==> src/rtl/spi_nib_pkg.sv <==
package spi_nib_pkg;
  typedef enum logic {
    DIR_READ  = 1'b0,
    DIR_WRITE = 1'b1
  } dir_e;
endpackage

==> src/rtl/spi_nib_sync.sv <==
module spi_nib_sync #(
  parameter int unsigned STAGES  = 2,
  parameter logic        RST_VAL = 1'b0
) (
  input  logic clk_i,
  input  logic rst_ni,
  input  logic d_i,
  output logic q_o,
  output logic rise_o,
  output logic fall_o
);
  logic [STAGES-1:0] chain_q;
  logic              prev_q;

  genvar g;
  generate
    for (g = 0; g < STAGES; g++) begin : g_stage
      always_ff @(posedge clk_i or negedge rst_ni) begin
        if (!rst_ni) chain_q[g] <= RST_VAL;
        else if (g == 0) chain_q[g] <= d_i;
        else chain_q[g] <= chain_q[(g == 0) ? 0 : g-1];
      end
    end
  endgenerate

  always_ff @(posedge clk_i or negedge rst_ni) begin
    if (!rst_ni) prev_q <= RST_VAL;
    else prev_q <= chain_q[STAGES-1];
  end

  assign q_o    = chain_q[STAGES-1];
  assign rise_o = chain_q[STAGES-1] & ~prev_q;
  assign fall_o = ~chain_q[STAGES-1] & prev_q;
endmodule

==> src/rtl/spi_nib_shift.sv <==
module spi_nib_shift
  import spi_nib_pkg::*;
#(
  parameter int unsigned ADDR_W = 3,
  parameter int unsigned DATA_W = 4
) (
  input  logic              clk_i,
  input  logic              rst_ni,
  input  logic              sck_rise_i,
  input  logic              sck_fall_i,
  input  logic              cs_act_i,
  input  logic              cs_end_i,
  input  logic              mosi_i,
  input  logic [DATA_W-1:0] rd_nib_i,
  output logic [ADDR_W-1:0] peek_addr_o,
  output logic              wr_en_o,
  output logic [ADDR_W-1:0] wr_addr_o,
  output logic [DATA_W-1:0] wr_data_o,
  output logic              miso_o
);
  localparam int unsigned HDR_W   = ADDR_W + 1;
  localparam int unsigned FRAME_W = HDR_W + DATA_W;
  localparam int unsigned CNT_MAX = FRAME_W + 1;
  localparam int unsigned CNT_W   = $clog2(CNT_MAX + 1);

  logic [FRAME_W-1:0] sr_q;
  logic [CNT_W-1:0]   cnt_q;
  logic               rd_q;
  logic [DATA_W-1:0]  out_q;
  logic               miso_q;

  always_ff @(posedge clk_i or negedge rst_ni) begin
    if (!rst_ni) begin
      sr_q   <= '0;
      cnt_q  <= '0;
      rd_q   <= 1'b0;
      out_q  <= '0;
      miso_q <= 1'b0;
    end else if (!cs_act_i) begin
      cnt_q  <= '0;
      rd_q   <= 1'b0;
      miso_q <= 1'b0;
    end else if (sck_rise_i) begin
      sr_q <= {sr_q[FRAME_W-2:0], mosi_i};
      if (cnt_q != CNT_W'(CNT_MAX)) cnt_q <= cnt_q + 1'b1;
      // direction bit arrives now: capture status for the data half
      if (cnt_q == CNT_W'(HDR_W - 1) && mosi_i == DIR_READ) begin
        rd_q  <= 1'b1;
        out_q <= rd_nib_i;
      end
    end else if (sck_fall_i && rd_q &&
                 cnt_q >= CNT_W'(HDR_W) && cnt_q < CNT_W'(FRAME_W)) begin
      miso_q <= out_q[DATA_W-1];
      out_q  <= out_q << 1;
    end
  end

  assign peek_addr_o = sr_q[ADDR_W-1:0];
  assign wr_en_o     = cs_end_i && (cnt_q == CNT_W'(FRAME_W)) && (sr_q[DATA_W] == DIR_WRITE);
  assign wr_addr_o   = sr_q[FRAME_W-1 -: ADDR_W];
  assign wr_data_o   = sr_q[DATA_W-1:0];
  assign miso_o      = miso_q;
endmodule

==> src/rtl/spi_nib_regs.sv <==
module spi_nib_regs #(
  parameter int unsigned ADDR_W = 3,
  parameter int unsigned DATA_W = 4
) (
  input  logic                          clk_i,
  input  logic                          rst_ni,
  input  logic                          wr_en_i,
  input  logic [ADDR_W-1:0]             wr_addr_i,
  input  logic [DATA_W-1:0]             wr_data_i,
  input  logic [ADDR_W-1:0]             rd_addr_i,
  input  logic [(1<<ADDR_W)*DATA_W-1:0] status_i,
  output logic [DATA_W-1:0]             rd_nib_o,
  output logic [(1<<ADDR_W)*DATA_W-1:0] ctrl_o
);
  localparam int unsigned NREG = 1 << ADDR_W;

  genvar g;
  generate
    for (g = 0; g < NREG; g++) begin : g_reg
      logic [DATA_W-1:0] nib_q;
      always_ff @(posedge clk_i or negedge rst_ni) begin
        if (!rst_ni) nib_q <= '0;
        else if (wr_en_i && wr_addr_i == ADDR_W'(g)) nib_q <= wr_data_i;
      end
      assign ctrl_o[g*DATA_W +: DATA_W] = nib_q;
    end
  endgenerate

  assign rd_nib_o = status_i[rd_addr_i*DATA_W +: DATA_W];
endmodule

==> src/rtl/spi_nib_slave.sv <==
module spi_nib_slave #(
  parameter int unsigned ADDR_W      = 3,
  parameter int unsigned DATA_W      = 4,
  parameter int unsigned SYNC_STAGES = 2,
  localparam int unsigned NREG       = 1 << ADDR_W
) (
  input  logic                   clk_i,
  input  logic                   rst_ni,
  input  logic                   sck_i,
  input  logic                   cs_ni,
  input  logic                   mosi_i,
  output logic                   miso_o,
  input  logic [NREG*DATA_W-1:0] status_i,
  output logic [NREG*DATA_W-1:0] ctrl_o
);
  logic sck_s, sck_rise, sck_fall;
  logic cs_s, cs_end, cs_start;
  logic mosi_s, mosi_r, mosi_f;
  logic [ADDR_W-1:0] peek_addr, wr_addr;
  logic [DATA_W-1:0] rd_nib, wr_data;
  logic              wr_en;

  spi_nib_sync #(.STAGES(SYNC_STAGES), .RST_VAL(1'b0)) u_sync_sck (
    .clk_i, .rst_ni, .d_i(sck_i), .q_o(sck_s), .rise_o(sck_rise), .fall_o(sck_fall));
  spi_nib_sync #(.STAGES(SYNC_STAGES), .RST_VAL(1'b1)) u_sync_cs (
    .clk_i, .rst_ni, .d_i(cs_ni), .q_o(cs_s), .rise_o(cs_end), .fall_o(cs_start));
  spi_nib_sync #(.STAGES(SYNC_STAGES), .RST_VAL(1'b0)) u_sync_mosi (
    .clk_i, .rst_ni, .d_i(mosi_i), .q_o(mosi_s), .rise_o(mosi_r), .fall_o(mosi_f));

  spi_nib_shift #(.ADDR_W(ADDR_W), .DATA_W(DATA_W)) u_shift (
    .clk_i, .rst_ni,
    .sck_rise_i(sck_rise), .sck_fall_i(sck_fall),
    .cs_act_i(~cs_s), .cs_end_i(cs_end), .mosi_i(mosi_s),
    .rd_nib_i(rd_nib), .peek_addr_o(peek_addr),
    .wr_en_o(wr_en), .wr_addr_o(wr_addr), .wr_data_o(wr_data),
    .miso_o(miso_o));

  spi_nib_regs #(.ADDR_W(ADDR_W), .DATA_W(DATA_W)) u_regs (
    .clk_i, .rst_ni,
    .wr_en_i(wr_en), .wr_addr_i(wr_addr), .wr_data_i(wr_data),
    .rd_addr_i(peek_addr), .status_i(status_i),
    .rd_nib_o(rd_nib), .ctrl_o(ctrl_o));

  logic unused_edges;
  assign unused_edges = sck_s ^ cs_start ^ mosi_r ^ mosi_f;
endmodule

==> config.mk <==
export PLATFORM = sky130hd
export DESIGN_NAME = spi_nib_slave
export DESIGN_NICKNAME = d
export VERILOG_FILES = /design/src/rtl/spi_nib_pkg.sv /design/src/rtl/spi_nib_sync.sv /design/src/rtl/spi_nib_shift.sv /design/src/rtl/spi_nib_regs.sv /design/src/rtl/spi_nib_slave.sv
export SDC_FILE = /design/constraint.sdc
export NUM_CORES = 1
export LEC_CHECK = 0
export CAP_MARGIN = 10
export CORE_ASPECT_RATIO = 0.9
export CORE_MARGIN = 3
export CORE_UTILIZATION = 35
export DETAILED_ROUTE_END_ITERATION = 6
export PLACE_DENSITY_LB_ADDON = 0.2
export SYNTH_ARGS = -nofsm -noshare
export SYNTH_HDL_FRONTEND = slang
export SYNTH_HIERARCHICAL = 1
export SYNTH_SLANG_ARGS = --single-unit
==> constraint.sdc <==
create_clock -name clk_i -period 4.1 [get_ports clk_i]
set_input_delay 0.82 -clock clk_i [delete_from_list [all_inputs] [get_ports clk_i]]
set_output_delay 0.82 -clock clk_i [all_outputs]
set_load 0.01 [all_outputs]
== Word level (Yosys, flattened, before mapping) ==
Index checks and enable logic that the tools add are counted.

* Shift-type cells: 1
* Magnitude comparators: 2
* Bitwise operators: 8
* Reductions and logical operators: 25
* Muxes and demuxes: 12
* Add/sub/neg operators: 1
* Equality and inequality tests: 12

{| class="wikitable"
|+ Operator list
! kind !! number
|-
| indexed part select 32 x 6 -> 4 bit || 1
|-
| two-way mux 4 bit || 6
|-
| logical AND 1 bit || 14
|-
| == test 3 bit, second input constant || 4
|-
| nonzero test 2 bit || 5
|-
| AND reduction 2 bit || 4
|-
| == test 3 x 2 -> 1 bit, second input constant || 2
|-
| two-way mux 1 bit || 6
|-
| NOT 1 bit || 5
|-
| adder 4 x 1 -> 4 bit, second input constant || 1
|-
| == test 4 x 2 -> 1 bit, second input constant || 1
|-
| == test 4 bit, second input constant || 1
|-
| greater-or-equal comparator 4 x 3 -> 1 bit, second input constant || 1
|-
| less-than comparator 4 bit, second input constant || 1
|-
| inequality test 2 x 1 -> 1 bit, second input constant || 2
|-
| inequality test 4 bit, second input constant || 1
|-
| bitwise AND 1 bit || 3
|-
| == test 3 x 1 -> 1 bit, second input constant || 1
|-
| zero test 3 bit || 1
|-
| AND reduction 3 bit || 1
|}

* Flip-flop bits (word level): 58
* Input port bits: 37
* Logic and storage cells: 82
* Output and inout port bits: 33

== Longest topological paths before layout ==
* Depth in word-level cells: 8
* Depth in mapped cells: 6
* Mapped depth without buffers: 6

== Hierarchy ==
Netlist, hierarchy kept.

{| class="wikitable"
|+ By module, submodules not included
! module !! times used !! area each (sq um) !! seq. area each (sq um) !! cells each
|-
| spi_nib_regs || 1 || 1525.2 || 800.8 || 86
|-
| spi_nib_shift || 1 || 932.1 || 450.4 || 74
|-
| spi_nib_sync (u_sync_mosi ...) || 2 || 90.1 || 75.1 || 5
|-
| spi_nib_sync (u_sync_cs) || 1 || 93.8 || 78.8 || 5
|-
| spi_nib_slave || 1 || 3.8 || 0.0 || 1
|}

== Least setup slack after synthesis ==
No wires, ideal clock.

* Kind: input to register
* Start: input port status_i[13]
* End: register u_shift.out_q[1]
* Path buffers: 0
* Required time: 3972 ps
* Path slack: 1916 ps
* Setup time: 128 ps
* Data arrival time: 2056 ps
* Stages: 4
* Path through: mux4_1 mux2_2 mux2_2 mux2_1

* Longest elaborated chain between the ends: 3

{| class="wikitable"
|+ Ends and longest elaborated chain
! element !! RTL line !! RTL
|-
| start, declared || spi_nib_slave.sv:13 || <nowiki>input logic [NREG*DATA_W-1:0] status_i,</nowiki>
|-
| indexed part select 32 x 6 -> 4 bit || spi_nib_regs.sv:29 || <nowiki>assign rd_nib_o = status_i[rd_addr_i*DATA_W +: DATA_W];</nowiki>
|-
| net rd_nib[1] || spi_nib_slave.sv:20 || <nowiki>logic [DATA_W-1:0] rd_nib, wr_data;</nowiki>
|-
| two-way mux 4 bit || spi_nib_shift.sv:47 || <nowiki>if (cnt_q == CNT_W'(HDR_W - 1) && mosi_i == DIR_READ) begin</nowiki>
|-
| two-way mux 4 bit || spi_nib_shift.sv:43 || <nowiki>end else if (sck_rise_i) begin</nowiki>
|-
| end signal, assigned || spi_nib_shift.sv:49 || <nowiki>out_q <= rd_nib_i;</nowiki>
|-
| end signal, assigned || spi_nib_shift.sv:54 || <nowiki>out_q <= out_q << 1;</nowiki>
|-
| end, declared || spi_nib_shift.sv:29 || <nowiki>logic [DATA_W-1:0] out_q;</nowiki>
|}

The timed path passes the listed nets, and every way through them passes these cells. The select of a mux whose other input is x is not followed.
A chain may end at the register's enable or synchronous reset.

== Final worst setup path ==
* Start: register u_shift.sr_q[0]
* End: register u_shift.out_q[3]

* Longest elaborated chain between the ends: 3

{| class="wikitable"
|+ Ends and longest elaborated chain
! element !! RTL line !! RTL
|-
| start, declared || spi_nib_shift.sv:26 || <nowiki>logic [FRAME_W-1:0] sr_q;</nowiki>
|-
| start signal, assigned || spi_nib_shift.sv:44 || <nowiki>sr_q <= {sr_q[FRAME_W-2:0], mosi_i};</nowiki>
|-
| indexed part select 32 x 6 -> 4 bit || spi_nib_regs.sv:29 ||
|-
| net rd_nib[3] || spi_nib_slave.sv:20 ||
|-
| two-way mux 4 bit || spi_nib_shift.sv:47 ||
|-
| two-way mux 4 bit || spi_nib_shift.sv:43 ||
|}

The timed path passes the listed nets, and every way through them passes these cells. The select of a mux whose other input is x is not followed.

==> impl_metrics.env <==
export IMPL_worstHoldStart="u_sync_sck/chain_q[0]"
export IMPL_final_cell_mix="clkdlybuf4s50_1 (68), dfrtp_1 (55), mux2_2 (47)"
export IMPL_regArea_mm2=0.001455
export IMPL_core_mm2=0.007257
export IMPL_tightest_slew_ns=0.9628
export IMPL_cap_viol_max_count=0
export IMPL_diodes=0
export IMPL_place_congestion=0.7639
export IMPL_layout_commonest_cell="clkdlybuf4s50_1"
export IMPL_powerDensity_mw_per_mm2=399.9
export IMPL_slew_headroom_pct=35.68
export IMPL_fin_crit_ns=2.449
export IMPL_rr_endpoint="u_shift/out_q[3]"
export IMPL_place_hpwl_mm=3.882
export IMPL_hold_depth=0
export IMPL_cts_resized=0
export IMPL_outcome="finished clean"
export IMPL_synthCells=172
export IMPL_area_growth_syn_to_layout_pct=34.28
export IMPL_die_area_mm2=0.008764
export IMPL_clock_skew_ns=0.007258
export IMPL_root_buffer="clkbuf_8"
export IMPL_start_util_pct=37.02
export IMPL_dr_pass1_iters=4
export IMPL_total_leakage_power_nw=1.613
export IMPL_r2r_slack_ns=1.65
export IMPL_hold_path_end="u_sync_sck/q_o"
export IMPL_finalWorstSetupSlack_ns=1.651
export IMPL_synth_area_per_cell_um2=15.62
export IMPL_rr_worst_depth=4
export IMPL_required_ns=4.30
export IMPL_tns_ns=0
export IMPL_hold_buffers=0
export IMPL_critPathCaptureType="register"
export IMPL_drv_slew=0
export IMPL_clockBufferDepth=2
export IMPL_vias_per_cell=4.920
export IMPL_yosys_warnings=6
export IMPL_route_vias_total=1658
export IMPL_start_kind="register"
export IMPL_grt_max_degree=39
export IMPL_grt_setup_unrepaired="no"
export IMPL_cts_buffers_inserted=9
export IMPL_critical_path_class="reg2reg"
export IMPL_cts_setup_buffers=0
export IMPL_grt_first_pass_wirelength_mm=9.204
export IMPL_track_usage_pct=13.86
export IMPL_fp_dieW_um=98.35
export IMPL_cts_tree="yes"
export IMPL_overflow=0
export IMPL_synth_nets=212
export IMPL_peakVddDrop_v=0.0001674
export IMPL_fin_crit_sh_pct=59.72
export IMPL_hold_path_class="reg2reg"
export IMPL_final_area_mm2=0.003607
export IMPL_drtAntennaViolNets=0
export IMPL_utilization_pct=49.71
export IMPL_arrival_ns=2.65
export IMPL_cts_sinks=58
export IMPL_die_h_um=89.11
export IMPL_crit_fanout=18
export IMPL_fill_cells=660
export IMPL_r2r_start="u_shift/sr_q[0]"
export IMPL_wl_mm=5.620
export IMPL_antenna_found_initial=0
export IMPL_drc=0
export IMPL_htreeDepth=3
export IMPL_drive_above_1_share_pct=31.97
export IMPL_clock_latency_ns=0.32
export IMPL_num_rows=29
export IMPL_multiInputGateArea_mm2=0.001125
export IMPL_port_buffers=69
export IMPL_drt_initial_drc_count=73
export IMPL_pre_cts_ws_ns=1.388
export IMPL_syn_area_mm2=0.002686
export IMPL_setup_viol=0
export IMPL_cts_clk_slew_worst_paths_ns=0.06
export IMPL_finalNetCount=280
export IMPL_grt_pass1_vias=1707
export IMPL_ios=70
export IMPL_place_area_mm2=0.003401
export IMPL_maxClockFrequency_ghz=0.4084
export IMPL_wl_per_cell_um=16.68
export IMPL_finalHoldViolCount=0
==> routing by layer <==
layer	vias up	global-route usage [%]	part of all wire [%]
met2	62	19.52	43
met4	0	6.328	1.3
met1	823	19.63	49
met5	-	0	0
met3	7	4.290	6.5
li1	766	-	-
==> through the flow <==
step                instances  hold WS [ns]  total power, mW
floorplan                 172        0.3312           0.8644
global placement          322        0.3358           0.9088
detailed placement        322        0.3403           0.9125
CTS                       337        0.3478            1.471
global route              337        0.3612            1.522
finish                    337        0.3475            1.442
==> final cells by class <==
| cell class | count | share of cell area, % |
|---|---|---|
| sequential | 58 | 40.34 |
| timing repair buffer | 70 | 19.22 |
| tap | 93 | 3.226 |
| multi-input combinational | 98 | 31.18 |
| clock inverter | 6 | 2.289 |
| clock buffer | 9 | 3.434 |
| inverter | 3 | 0.3122 |
==> registers in the layout, indices dropped and copies added, names as in the netlist, 4 cells and up <==
signal          count
u_shift/cnt_q       4
u_shift/sr_q        8
u_regs/g.nib_q     32
u_shift/out_q       4
==> worst max-delay path, cell delays in order, from the launching register on <==
cell and delay, ns:
dfrtp_1 0.86, mux4_1 0.64, mux2_2 0.28, mux2_2 0.27, mux2_1 0.28
==> worst max path at each step <==
stage	startpoint	endpoint	slack, ns	cells after the start
4_1_cts	u_shift/sr_q[0]	u_shift/out_q[3]	1.62	4
2_1_floorplan	status_i[13]	u_shift/out_q[1]	1.92	4
3_3_place_gp	status_i[14]	u_shift/out_q[2]	1.43	5
3_5_place_dp	status_i[7]	u_shift/out_q[3]	1.39	5
5_1_grt	u_shift/sr_q[0]	u_shift/out_q[3]	1.58	4
6_report	u_shift/sr_q[0]	u_shift/out_q[3]	1.65	4
==> report_power, final <==
| part | leakage [nW] | switching [mW] | total (mW) | internal [mW] |
|---|---|---|---|---|
| logic | 0.732 | 0.0432 | 0.173 | 0.130 |
| clock network | 0.105 | 0.210 | 0.545 | 0.335 |
| registers | 0.776 | 0.115 | 0.724 | 0.609 |
| total | 1.61 | 0.368 | 1.44 | 1.07 |
(Power assumes the default switching activity.)
